--- config.mk ---
export PLATFORM = sky130hd
export DESIGN_NAME = cycle_rate_ctrl
export DESIGN_NICKNAME = d
export VERILOG_FILES = /design/src/rtl/cycle_rate_ctrl.sv
export SDC_FILE = /design/constraint.sdc
export NUM_CORES = 1
export LEC_CHECK = 0
export BUFFER_PORTS_ARGS = -buffer_cell sky130_fd_sc_hd__buf_2
export CORE_MARGIN = 4
export CORE_UTILIZATION = 48
export CTS_CLUSTER_DIAMETER = 80
export DETAILED_ROUTE_END_ITERATION = 16
export HOLD_SLACK_MARGIN = 0.1
export PLACE_DENSITY = 0.84
export SYNTH_ARGS = -nofsm -noshare
export SYNTH_HDL_FRONTEND = slang
export SYNTH_SLANG_ARGS = --single-unit
export TNS_END_PERCENT = 5
--- constraint.sdc ---
create_clock -name clk -period 1.3 [get_ports clk]
set_input_delay 0 -clock clk [delete_from_list [all_inputs] [get_ports clk]]
set_output_delay 0 -clock clk [all_outputs]
set_load 0.05 [all_outputs]
--- src/rtl/cycle_rate_ctrl.sv ---
module cycle_rate_ctrl #(
  parameter int SLOW_DIV = 2
) (
  input  logic       clk,
  input  logic       rst_n,
  input  logic       reg_wr,
  input  logic       reg_sel,
  input  logic [7:0] reg_wdata,
  output logic [7:0] reg_rdata,
  input  logic       idle_req,
  input  logic       pd_req,
  input  logic       wake,
  output logic       cpu_en,
  output logic [7:0] per_en
);
  localparam int CW  = (SLOW_DIV > 2) ? $clog2(SLOW_DIV) : 1;
  localparam int NCH = 9;
  localparam logic [CW-1:0] LAST = CW'(SLOW_DIV - 1);

  logic [7:0]     ctl0;
  logic           spi_bit;
  logic [CW-1:0]  cnt;
  logic [NCH-1:0] want, slow_q, tick;
  logic           idle_q, pd_q;
  logic           bnd;

  assign bnd = (cnt == LAST);

  always_ff @(posedge clk or negedge rst_n)
    if (!rst_n) cnt <= '0;
    else        cnt <= bnd ? '0 : cnt + CW'(1);

  always_ff @(posedge clk or negedge rst_n)
    if (!rst_n) begin
      ctl0    <= 8'h00;
      spi_bit <= 1'b0;
    end else if (reg_wr) begin
      if (reg_sel) spi_bit <= reg_wdata[0];
      else         ctl0    <= reg_wdata;
    end

  assign reg_rdata = reg_sel ? {7'b0, spi_bit} : ctl0;

  assign want[8] = ~ctl0[0];
  assign want[7] = ~ctl0[0] | spi_bit;
  for (genvar i = 0; i < 7; i++) begin : g_want
    assign want[i] = ~ctl0[0] | ctl0[i+1];
  end

  always_ff @(posedge clk or negedge rst_n)
    if (!rst_n)   slow_q <= '1;
    else if (bnd) slow_q <= want;

  assign tick = ~slow_q | {NCH{bnd}};

  always_ff @(posedge clk or negedge rst_n)
    if (!rst_n) begin
      idle_q <= 1'b0;
      pd_q   <= 1'b0;
    end else if (wake) begin
      idle_q <= 1'b0;
      pd_q   <= 1'b0;
    end else begin
      if (idle_req) idle_q <= 1'b1;
      if (pd_req)   pd_q   <= 1'b1;
    end

  assign cpu_en = tick[8] & ~idle_q & ~pd_q;
  assign per_en = tick[7:0] & {8{~pd_q}};

  p_rate_at_edge_r7: assert property (@(posedge clk) disable iff (!rst_n)
    !$stable(slow_q) |-> $past(cnt) == LAST);

  p_idle_stops_cpu_r8: assert property (@(posedge clk) disable iff (!rst_n)
    ($past(rst_n) && $past(idle_req) && !$past(wake)) |-> !cpu_en);

  p_pd_stops_all_r9: assert property (@(posedge clk) disable iff (!rst_n)
    ($past(rst_n) && $past(pd_req) && !$past(wake)) |-> (!cpu_en && per_en == 8'h00));

  p_wake_clears_r10: assert property (@(posedge clk) disable iff (!rst_n)
    ($past(rst_n) && $past(wake)) |-> (!idle_q && !pd_q));
endmodule

==> results of run 1 <==
## metrics by stage
step,setup TNS (ns),instance area [um^2],std cells
after floorplan,-0.1280,965.9,85
after global placement,0,1112,136
after detailed placement,0,1112,136
after CTS,0,1272,153
after global routing,-0.008941,1301,154
final,0,1301,154
## what timing repair did
| item | in CTS | in global routing |
|---|---|---|
| hold buffers | 13 | 0 |
| endpoints found under the hold margin | 32 | 0 |
| setup buffers | 0 | 1 |
| setup endpoints to repair | 2 | 9 |
| gates resized for setup | 2 | 13 |
| cloned | 0 | 0 |
## cell usage in the layout (no fill, tap or decap), drive strengths merged
cell type,instances
nor3,1
o22a,1
dfstp,9
dfrtp,12
clkbuf,8
buf,29
nor2b,2
o21bai,1
inv,8
and2b,1
nor2,17
nand2,2
dlygate4sd3,13
a21oi,8
a31oi,7
mux2,10
## area by class of cell
cell class / count / share of cell area, %
flip-flops and latches: 21 / 41.44
multi-input cells: 50 / 27.21
clock buffers: 4 / 2.019
repair buffers: 46 / 24.62
inverters: 8 / 2.308
well taps: 25 / 2.404
## cells by family (layout without fill, tap and decap cells)
kind of cell / count (synthesis) / in the layout / share of synthesized area [%]
buffers and inverters: 14 / 58 / 8.072
AND/OR/NAND/NOR: 23 / 23 / 10.81
flip-flops: 21 / 21 / 55.86
multiplexers: 10 / 10 / 14.84
AO/OA/AOI/OAI: 17 / 17 / 10.42
## sequential cells by signal (all words and copies together) (netlist names)
name     flops
slow_q       9
bnd          1
spi_bit      1
idle_q       1
pd_q         1
ctl0         8
## worst max-delay path: cells and delay by family, from the launching register on
family | cells | cell delay [ns]
buf+inv | 1 | 0.55
flops | 1 | 0.41
simple gates | 2 | 0.18
## worst max-delay path by stage
| stage | depth (start not counted) | slack (ns) | endpoint |
|---|---|---|---|
| 2_1_floorplan | 2 | -0.02 | per_en[0] |
| 3_3_place_gp | 2 | 0.32 | reg_rdata[0] |
| 3_5_place_dp | 2 | 0.29 | reg_rdata[0] |
| 4_1_cts | 2 | 0.0007 | reg_rdata[0] |
| 5_1_grt | 3 | -0.009 | per_en[7] |
| 6_report | 3 | 0.07 | idle_q$_DFFE_PN0P_ |
## power by group
group	total (mW)	switching [mW]	internal (mW)
registers	0.827	0.0556	0.772
clock network	0.301	0.181	0.119
logic	0.473	0.286	0.187
total	1.60	0.523	1.08
## per-layer routing
| layer | vias to the layer above | track usage (%) | part of all wire, % |
|---|---|---|---|
| met2 | 23 | 31.82 | 49 |
| met3 | 0 | 3.134 | 6.3 |
| met1 | 343 | 18.73 | 44 |
| met5 | - | 0 | 0 |
| met4 | 0 | 3.830 | 0 |
| li1 | 368 | - | - |
==> implementation parameters, run 1 <==
Parameter                              Value

Run status
  Run status    finished clean

Critical path
  Worst r2r path cells    3
  Capture point of the worst reg-to-reg path    idle_q$_DFFE_PN0P_
  Crit path largest cell delay    0.55 ns
  Startpoint of the lowest-slack register-to-register path    idle_q$_DFFE_PN0P_
  Required time worst endpoint    1.49 ns
  Critical-path maximum fanout    2
  Ordered cell list for the critical path    nor2_1, nor2_1, dlygate4sd3_1
  Master of the slowest instance on the critical path    sky130_fd_sc_hd__dlygate4sd3_1
  CP Data Arrival Time    1.42 ns
  Element type at the critical path start    flip-flop
  Worst reg2reg setup slack    0.07 ns
  Type of the setup path with the least slack    reg2reg
  Source of the critical timing path    idle_q$_DFFE_PN0P_
  Most frequent cell on the critical path    sky130_fd_sc_hd__nor2_1
  Crit. End Element    flip-flop

Yosys
  Flip-flop and latch count after synthesis    21
  Sequential-to-total area share from yosys stat    55.86%
  Cell type with the highest aggregate area in the netlist    sky130_fd_sc_hd__dfrtp_1
  Commonest register cell after synthesis    sky130_fd_sc_hd__dfrtp_1
  Synth top cells by count    17 x sky130_fd_sc_hd__nor2_1, 12 x sky130_fd_sc_hd__dfrtp_1, 9 x sky130_fd_sc_hd__dfstp_2
  Top area cells in the synthesized netlist    sky130_fd_sc_hd__dfrtp_1 31%, sky130_fd_sc_hd__dfstp_2 25%, sky130_fd_sc_hd__mux2_4 13%, sky130_fd_sc_hd__nor2_1 6.6%, sky130_fd_sc_hd__a31oi_1 4.6%
  Share of the synthesized area in the top cell type    31.25%
  Syn_area_per_cell    11.30 um^2
  Synthesized netlist cell count    85
  Cell with the most instances after synthesis    sky130_fd_sc_hd__nor2_1
  Synth warnings    0
  Count of flip-flops with a built-in enable after synthesis    0
  Mapped cell area    960.9 um^2
  Number of distinct library cells after synthesis    21
  Synth Net Count    100
  Fraction of synthesis flops using an asynchronous set or reset pin    100.0%

Die
  Initial Util    53.33%
  Core area    1802 um^2
  Die height    52.74 um
  Area of the die    2782 um^2
  Chip width    52.74 um
  Cell Rows    15
  Number of ports placed on the die boundary    32

Pwr
  Overall Power    1.601 mW
  Worst VDD drop    0.0009510 V
  Power density cells    1230 nW/um^2
  Leakage power    0.6284 nW

Clock network
  TritonCTS clock tree    yes
  Clock tree root driver cell    sky130_fd_sc_hd__clkbuf_4
  Worst-case clock buffer depth    2
  Number of levels the H-tree was split into    1
  Later-pin clock latency in the skew report    0.29 ns
  Clock Pin Slew Worst Setup and Hold Paths    0.11 ns
  Number of buffers created by CTS    3
  Clock sink count    21

Timing
  Max Freq    0.8117 GHz
  Worst setup slack after layout    0.06799 ns
  Setup repair after global routing missed its margin    yes
  Transition time of the tightest slew-check pin    0.4299 ns
  Worst hold margin    0.1411 ns
  Final hold vios    0
  Worst slew slack as a fraction of its limit    71.34%
  Final count of negative-setup-slack endpoints    0
  Crit path time final    1.232 ns
  Slew Limit Fails    0
  Max Clock Skew    0.002743 ns
  Part of the cycle the worst path needs    94.77%

Route
  Routed via count    734
  Overall routed net length    1916 um
  Violation count after the first detailed-routing iteration    19
  Post-route ant nets    0
  DR DRC count    0
  Via-per-instance ratio    4.766
  Post-DR wirelength/cell    12.44 um
  First drt pass iteration count    4

Worst hold path
  Worst hold path endpoint    spi_bit$_DFFE_PN0P_
  Origin of the worst min-delay path    reg_sel
  WHS Path Cells    3
  Worst min-delay path category    in2reg

Finish
  Footprint of the multi-input gates    354.1 um^2
  Layout overhead on the synthesized area    35.42%
  Total inserted antenna cells    0
  Post-route core utilization    72.22%
  Number of nets in the layout    145
  Layout fillers    140
  Sequential cell area    539.3 um^2
  Layout cells sized above 1    47.29%

Placement
  Number of port buffers    31
  Global placer's final weighted congestion    0.7120
  DP Worst Slack    0.2941 ns
  HPWL after detailed placement    1388 um

Global route
  Number of antenna violations at the first check in global routing    0
  Number of global-route vias before repair    807
  GRT Residual Overflow    0
  Global routing usage summed across all routing layers    16.67%
  First-pass GRT wire length    3443 um
  Largest net degree at the start of global routing    22

Run
  Max capacitance violation total    0
(Power assumes the default switching activity.)
==> run 2: changes to the inputs <==
PLACE_DENSITY = 0.77   (was 0.84)
==> run 2 against run 1 <==
Against the previous run:
- global-route usage up 2.2 points
- register-to-register slack hardly changed
- non-clock buffer count is 1 higher
- critical path type is now reg2out
- clock-buffer cell count decreased by 1
- critical path depth down 1
- combinational power hardly changed
==> implementation parameters, run 2 (synthesis results as in run 1) <==
Parameter                              Value

Finish
  Commonest non-fill, non-tap cells in the layout    21 x sky130_fd_sc_hd__buf_2, 16 x sky130_fd_sc_hd__nor2_1, 13 x sky130_fd_sc_hd__dlygate4sd3_1 (was 23 x sky130_fd_sc_hd__buf_2, 17 x sky130_fd_sc_hd__nor2_1, 13 x sky130_fd_sc_hd__dlygate4sd3_1)
  Number of nets in the layout    146 (was 145)
  Registers with the most flip-flops    slow_q: 9 flops, ctl0: 8 flops (unchanged)
  Layout cells sized above 1    50.00% (was 47.29%)
  Layout overhead on the synthesized area    38.02% (was 35.42%)
  Max FFs per register    9 (unchanged)
  Most frequent standard cell in the layout excluding fill and tap cells    sky130_fd_sc_hd__buf_2 (unchanged)
  Layout fillers    136 (was 140)
  Total inserted antenna cells    0 (unchanged)
  Largest register by flop count    slow_q (unchanged)

Run
  Max capacitance violation total    0 (unchanged)

Critical path
  Worst path bufs/invs    1 (unchanged)
  Capture point of the worst reg-to-reg path    idle_q$_DFFE_PN0P_ (unchanged)
  Crit. End Element    primary output (was flip-flop)
  Crit-path leading delay family    flip-flops (was buffers and inverters)
  Crit path largest cell delay    0.51 ns (was 0.55 ns)
  Type of the setup path with the least slack    reg2out (was reg2reg)
  Ordered cell list for the critical path    mux2_4, buf_6 (was nor2_1, nor2_1, dlygate4sd3_1)
  Master of the slowest instance on the critical path    sky130_fd_sc_hd__dfrtp_2 (was sky130_fd_sc_hd__dlygate4sd3_1)
  Worst r2r path cells    3 (unchanged)
  Required time worst endpoint    1.30 ns (was 1.49 ns)
  Critical-path maximum fanout    11 (was 2)
  Startpoint of the lowest-slack register-to-register path    idle_q$_DFFE_PN0P_ (unchanged)
  Element type at the critical path start    flip-flop (unchanged)
  CP Data Arrival Time    1.27 ns (was 1.42 ns)
  Worst reg2reg setup slack    0.07 ns (about the same)

Pwr
  Overall Power    1.638 mW (was 1.601 mW)
  Power density cells    1235 nW/um^2 (was 1230 nW/um^2)
  Worst VDD drop    0.0006678 V (was 0.0009510 V)
  Leakage power    0.6422 nW (was 0.6284 nW)

Clock network
  Number of levels the H-tree was split into    1 (unchanged)
  Worst-case clock buffer depth    2 (unchanged)
  Clock tree root driver cell    sky130_fd_sc_hd__clkbuf_4 (unchanged)
  Later-pin clock latency in the skew report    0.31 ns (was 0.29 ns)
  Clock sink count    21 (unchanged)
  Number of buffers created by CTS    3 (unchanged)
  TritonCTS clock tree    yes (unchanged)
  Clock Pin Slew Worst Setup and Hold Paths    0.12 ns (was 0.11 ns)

Timing
  Slew Limit Fails    0 (unchanged)
  Crit path time final    1.271 ns (was 1.232 ns)
  Transition time of the tightest slew-check pin    0.4601 ns (was 0.4299 ns)
  Part of the cycle the worst path needs    97.74% (was 94.77%)
  Worst hold margin    0.1265 ns (was 0.1411 ns)
  Max Clock Skew    0.003641 ns (was 0.002743 ns)
  Worst slew slack as a fraction of its limit    69.32% (was 71.34%)
  Max Freq    0.7870 GHz (was 0.8117 GHz)
  Final hold vios    0 (unchanged)
  Final count of negative-setup-slack endpoints    0 (unchanged)
  Setup repair after global routing missed its margin    yes (unchanged)
  Worst setup slack after layout    0.02939 ns (was 0.06799 ns)

Global route
  Number of global-route vias before repair    780 (was 807)
  First-pass GRT wire length    3719 um (was 3443 um)
  GRT Residual Overflow    0 (unchanged)
  Global routing usage summed across all routing layers    18.87% (was 16.67%)
  Largest net degree at the start of global routing    22 (unchanged)
  Number of antenna violations at the first check in global routing    0 (unchanged)

Worst hold path
  Worst hold path endpoint    spi_bit$_DFFE_PN0P_ (unchanged)
  WHS Path Cells    3 (unchanged)
  Origin of the worst min-delay path    reg_sel (unchanged)
  Worst min-delay path category    in2reg (unchanged)

Route
  Violation count after the first detailed-routing iteration    14 (was 19)
  Post-route ant nets    0 (unchanged)
  Routed via count    763 (was 734)
  Overall routed net length    2176 um (was 1916 um)
  Post-DR wirelength/cell    14.04 um (was 12.44 um)
  DR DRC count    0 (unchanged)
  First drt pass iteration count    4 (unchanged)
  Via-per-instance ratio    4.923 (was 4.766)

Die
  Die height    52.74 um (unchanged)
  Number of ports placed on the die boundary    32 (unchanged)
  Chip width    52.74 um (unchanged)
  Core area    1802 um^2 (unchanged)
  Initial Util    53.33% (unchanged)
  Cell Rows    15 (unchanged)
  Area of the die    2782 um^2 (unchanged)

Placement
  Number of port buffers    31 (unchanged)
  HPWL after detailed placement    1435 um (was 1388 um)
  DP Worst Slack    0.2280 ns (was 0.2941 ns)
  Global placer's final weighted congestion    0.6956 (was 0.7120)

Run status
  Run status    finished clean (unchanged)
==> run 2: changes by cell type in the layout (fill, tap and decap cells not counted), sizes merged <==
cell / previous run / this run
buf: 29 / 34
clkinv: 0 / 1
clkbuf: 8 / 3
==> run 2: tightest hold or removal path: cells and delay by family <==
kind / cells / cell delay, ns
buf+inv: 1 / 0.17
mux: 1 / 0.14
simple gates: 1 / 0.09
==> run 2: area by class of cell <==
cell class	count	area (um^2)	area share [%]
flip-flops and latches	21	540.5	40.75
multi-input cells	50	360.3	27.17
repair buffers	47	336.6	25.38
well taps	25	31.28	2.358
inverters	8	30.03	2.264
clock buffers	3	22.52	1.698
clock inverters	1	5.005	0.3774
==> run 2: timing repair <==
item                       in CTS  in global routing
setup endpoints to repair      10                 11
pin swaps                       0                  0
setup buffers                   0                  2
resized for setup              13                  4
hold buffers                   13                  0
hold endpoints to repair       32                  0
==> run 2: power breakdown <==
| part | leakage, nW | total (mW) | switching, mW | internal, mW |
|---|---|---|---|---|
| sequential | 0.232 | 0.840 | 0.0685 | 0.771 |
| combinational | 0.392 | 0.473 | 0.280 | 0.194 |
| clock | 0.0177 | 0.325 | 0.210 | 0.115 |
==> run 2: routing by layer <==
layer | GRT usage (%) | part of all wire, % | up-vias
li1 | - | - | 373
met1 | 23.73 | 46 | 363
met2 | 31.82 | 48 | 23
met3 | 3.989 | 4.5 | 4
met4 | 6.383 | 1.1 | 0
met5 | 0 | 0 | -
==> run 2: per-stage QoR <==
step	area (um^2)	setup TNS [ns]	std cells	util, %
CTS	1301	0	153	72.22
global route	1326	-0.008922	155	73.61
finish	1326	0	155	73.61
global placement	1112	0	136	61.74
detailed placement	1112	0	136	61.74
floorplan	965.9	-0.1280	85	-
==> run 2: worst max path at each step <==
stage	startpoint	endpoint	slack, ns	depth (start not counted)
2_1_floorplan	pd_q$_DFFE_PN0P_	per_en[0]	-0.02	2
3_3_place_gp	bnd$_DFF_PN0_	per_en[2]	0.27	3
3_5_place_dp	bnd$_DFF_PN0_	per_en[1]	0.23	3
4_1_cts	slow_q[8]$_DFFE_PN1P_	cpu_en	0.01	3
5_1_grt	ctl0[0]$_DFFE_PN0P_	reg_rdata[0]	-0.009	2
6_report	ctl0[0]$_DFFE_PN0P_	reg_rdata[0]	0.03	2
==> run 3: changes to the inputs <==
--- a/config.mk
+++ b/config.mk
@@ -7,5 +7,4 @@
 export LEC_CHECK = 0
 export BUFFER_PORTS_ARGS = -buffer_cell sky130_fd_sc_hd__buf_2
-export CORE_MARGIN = 4
 export CORE_UTILIZATION = 48
 export CTS_CLUSTER_DIAMETER = 80
==> constraint.sdc (replaced) <==
create_clock -name clk -period 1.3 [get_ports clk]
set_input_delay 0 -clock clk [delete_from_list [all_inputs] [get_ports clk]]
set_output_delay 0 -clock clk [all_outputs]
set_load 0.01 [all_outputs]
==> run 3 against run 2 <==
Against the previous run:
- sequential share of layout area rose by 1.8 points
- largest power group unchanged
- clock skew rose by 0.0027 ns
- combinational power fell by 38%
- maximum frequency rose by 4.8%
- cell count fell by 1.3%
- clock-buffer cell count rose by 1
- register-to-register slack improved by 0.02 ns
- via count fell by 2.5%
- setup slack improved by 0.058 ns
- global-route usage rose by 1.4 points
- clock power fell by 8.0%
- core utilization fell by 3.3 points
==> implementation parameters, run 3 (synthesis results as in run 1) <==
Parameter                              Value

Route
  DR DRC count    0 (unchanged)
  Overall routed net length    1953 um (was 2176 um)
  Via-per-instance ratio    4.863 (was 4.923)
  Post-route ant nets    0 (unchanged)
  Routed via count    744 (was 763)
  First drt pass iteration count    4 (unchanged)
  Post-DR wirelength/cell    12.76 um (was 14.04 um)
  Violation count after the first detailed-routing iteration    17 (was 14)

Placement
  HPWL after detailed placement    1313 um (was 1435 um)
  Global placer's final weighted congestion    0.7244 (was 0.6956)
  Number of port buffers    31 (unchanged)
  Number of placed instances, taps included    136 (unchanged)

Timing
  Final count of negative-setup-slack endpoints    0 (unchanged)
  Transition time of the tightest slew-check pin    0.4426 ns (was 0.4601 ns)
  Final hold vios    0 (unchanged)
  Crit path time final    1.213 ns (was 1.271 ns)
  Part of the cycle the worst path needs    93.31% (was 97.74%)
  Post-Route Setup TNS    0 ns (unchanged)
  Slew Limit Fails    0 (unchanged)
  Max Clock Skew    0.006350 ns (was 0.003641 ns)
  Worst hold margin    0.1410 ns (was 0.1265 ns)
  Max Freq    0.8244 GHz (was 0.7870 GHz)
  Setup repair after global routing missed its margin    no (was yes)
  Worst slew slack as a fraction of its limit    70.49% (was 69.32%)

Finish
  Max FFs per register    9 (unchanged)
  Layout overhead on the synthesized area    31.77% (was 38.02%)
  Most frequent standard cell in the layout excluding fill and tap cells    sky130_fd_sc_hd__buf_2 (unchanged)
  Commonest non-fill, non-tap cells in the layout    31 x sky130_fd_sc_hd__buf_2, 17 x sky130_fd_sc_hd__nor2_1, 13 x sky130_fd_sc_hd__dlygate4sd3_1 (was 21 x sky130_fd_sc_hd__buf_2, 16 x sky130_fd_sc_hd__nor2_1, 13 x sky130_fd_sc_hd__dlygate4sd3_1)
  Sequential cell area    539.3 um^2 (was 540.5 um^2)
  Registers with the most flip-flops    slow_q: 9 flops, ctl0: 8 flops (unchanged)
  Layout fillers    150 (was 136)
  Layout cells sized above 1    45.31% (was 50.00%)
  Footprint of the multi-input gates    346.6 um^2 (was 360.3 um^2)
  Total inserted antenna cells    0 (unchanged)
  Number of nets in the layout    144 (was 146)
  Finished Layout Cells    153 (was 155)
  Largest register by flop count    slow_q (unchanged)

Run status
  Run status    finished clean (unchanged)

Clock network
  Clock sink count    21 (unchanged)
  TritonCTS clock tree    yes (unchanged)
  Worst-case clock buffer depth    2 (unchanged)
  Later-pin clock latency in the skew report    0.29 ns (was 0.31 ns)
  Clock Pin Slew Worst Setup and Hold Paths    0.11 ns (was 0.12 ns)
  Clock tree root driver cell    sky130_fd_sc_hd__clkbuf_4 (unchanged)
  Number of levels the H-tree was split into    1 (unchanged)
  Number of buffers created by CTS    3 (unchanged)

Pwr
  Clock share of power    20.8% (was 19.8%)
  Fraction of power consumed by combinational cells    20.6% (was 28.9%)
  Worst VDD drop    0.0007950 V (was 0.0006678 V)
  Internal power summed over all cells    1.060 mW (was 1.080 mW)
  Power density cells    1131 nW/um^2 (was 1235 nW/um^2)
  Sw Ratio    26.01% (was 34.07%)
  Overall Power    1.432 mW (was 1.638 mW)
  Leakage power    0.6137 nW (was 0.6422 nW)
  Sequential cell fraction of total power    58.6% (was 51.3%)
  Net switching component of the power    0.3725 mW (was 0.5580 mW)

Die
  Cell Rows    15 (unchanged)
  Initial Util    53.33% (unchanged)
  Number of ports placed on the die boundary    32 (unchanged)
  Core area    1802 um^2 (unchanged)
  Die height    46.74 um (was 52.74 um)
  Area of the die    2185 um^2 (was 2782 um^2)
  Chip width    46.74 um (was 52.74 um)

Run
  Max capacitance violation total    0 (unchanged)

Critical path
  Element type at the critical path start    flip-flop (unchanged)
  Worst r2r path cells    3 (unchanged)
  Required time worst endpoint    1.30 ns (about the same)
  Critical-path maximum fanout    11 (unchanged)
  Type of the setup path with the least slack    reg2out (unchanged)
  Crit. End Element    primary output (unchanged)
  CP Data Arrival Time    1.21 ns (was 1.27 ns)

Global route
  Largest net degree at the start of global routing    22 (unchanged)
  First-pass GRT wire length    3022 um (was 3719 um)
  GRT Residual Overflow    0 (unchanged)
  Global routing usage summed across all routing layers    20.29% (was 18.87%)
  Number of global-route vias before repair    712 (was 780)
  Number of antenna violations at the first check in global routing    0 (unchanged)

Worst hold path
  Worst min-delay path category    in2reg (unchanged)
  WHS Path Cells    3 (unchanged)
-- run 3: power by group through the flow --
| stage | Combinational [mW] | Clock (mW) | Sequential [mW] |
|---|---|---|---|
| after global routing | 0.327 | 0.339 | 0.850 |
| after detailed placement | 0.267 | 0 | 0.848 |
| after floorplan | 0.198 | 0 | 0.814 |
| final | 0.295 | 0.299 | 0.839 |
| after CTS | 0.298 | 0.317 | 0.837 |
| after global placement | 0.258 | 0 | 0.846 |
-- run 3: critical path, stage by stage (launching register included) --
cell and delay [ns]:
sky130_fd_sc_hd__dfrtp_2 0.50, sky130_fd_sc_hd__mux2_2 0.28, sky130_fd_sc_hd__buf_2 0.14
-- run 3: layout make-up --
| class | instances | area share (%) |
|---|---|---|
| tap | 25 | 2.470 |
| sequential | 21 | 42.59 |
| inverter | 8 | 2.372 |
| timing repair buffer | 45 | 23.12 |
| multi-input combinational | 50 | 27.37 |
| clock buffer | 4 | 2.075 |
-- run 3: through the flow --
stage          utilization, %  instance area, um^2  setup slack, ns
2_1_floorplan               -                960.9           0.4202
3_3_place_gp            61.46                 1107           0.3648
3_5_place_dp            61.46                 1107           0.2758
4_1_cts                 70.21                 1265          0.02782
5_1_grt                 70.28                 1266         0.009608
6_report                70.28                 1266          0.08701
-- run 3: per-layer routing --
metal	up-vias	wire length (um)	part of all wire, %	GRT usage (%)
met5	-	0	0	0
met2	25	1012	52	36.94
li1	365	-	-	-
met3	4	62	3.2	2.308
met1	350	844	43	23.17
met4	0	34	1.7	10.86
-- run 3: repair_timing --
action	4_1_cts	5_1_grt
hold buffers	13	0
buffers inserted	0	0
hold endpoints to repair	32	0
resized for setup	1	1
endpoints found under the setup margin	4	1
-- run 3: final timing paths --
check                                 startpoint               endpoint  slack [ns]
setup / recovery             ctl0[0]$_DFFE_PN0P_           reg_rdata[0]        0.09
hold / removal                           reg_sel    spi_bit$_DFFE_PN0P_        0.14
setup reg to reg              idle_q$_DFFE_PN0P_     idle_q$_DFFE_PN0P_        0.09
hold reg to reg            slow_q[4]$_DFFE_PN1P_  slow_q[4]$_DFFE_PN1P_        0.50
max in group asynchronous                  rst_n  slow_q[5]$_DFFE_PN1P_        0.79
min in group asynchronous                  rst_n    ctl0[7]$_DFFE_PN0P_        0.16
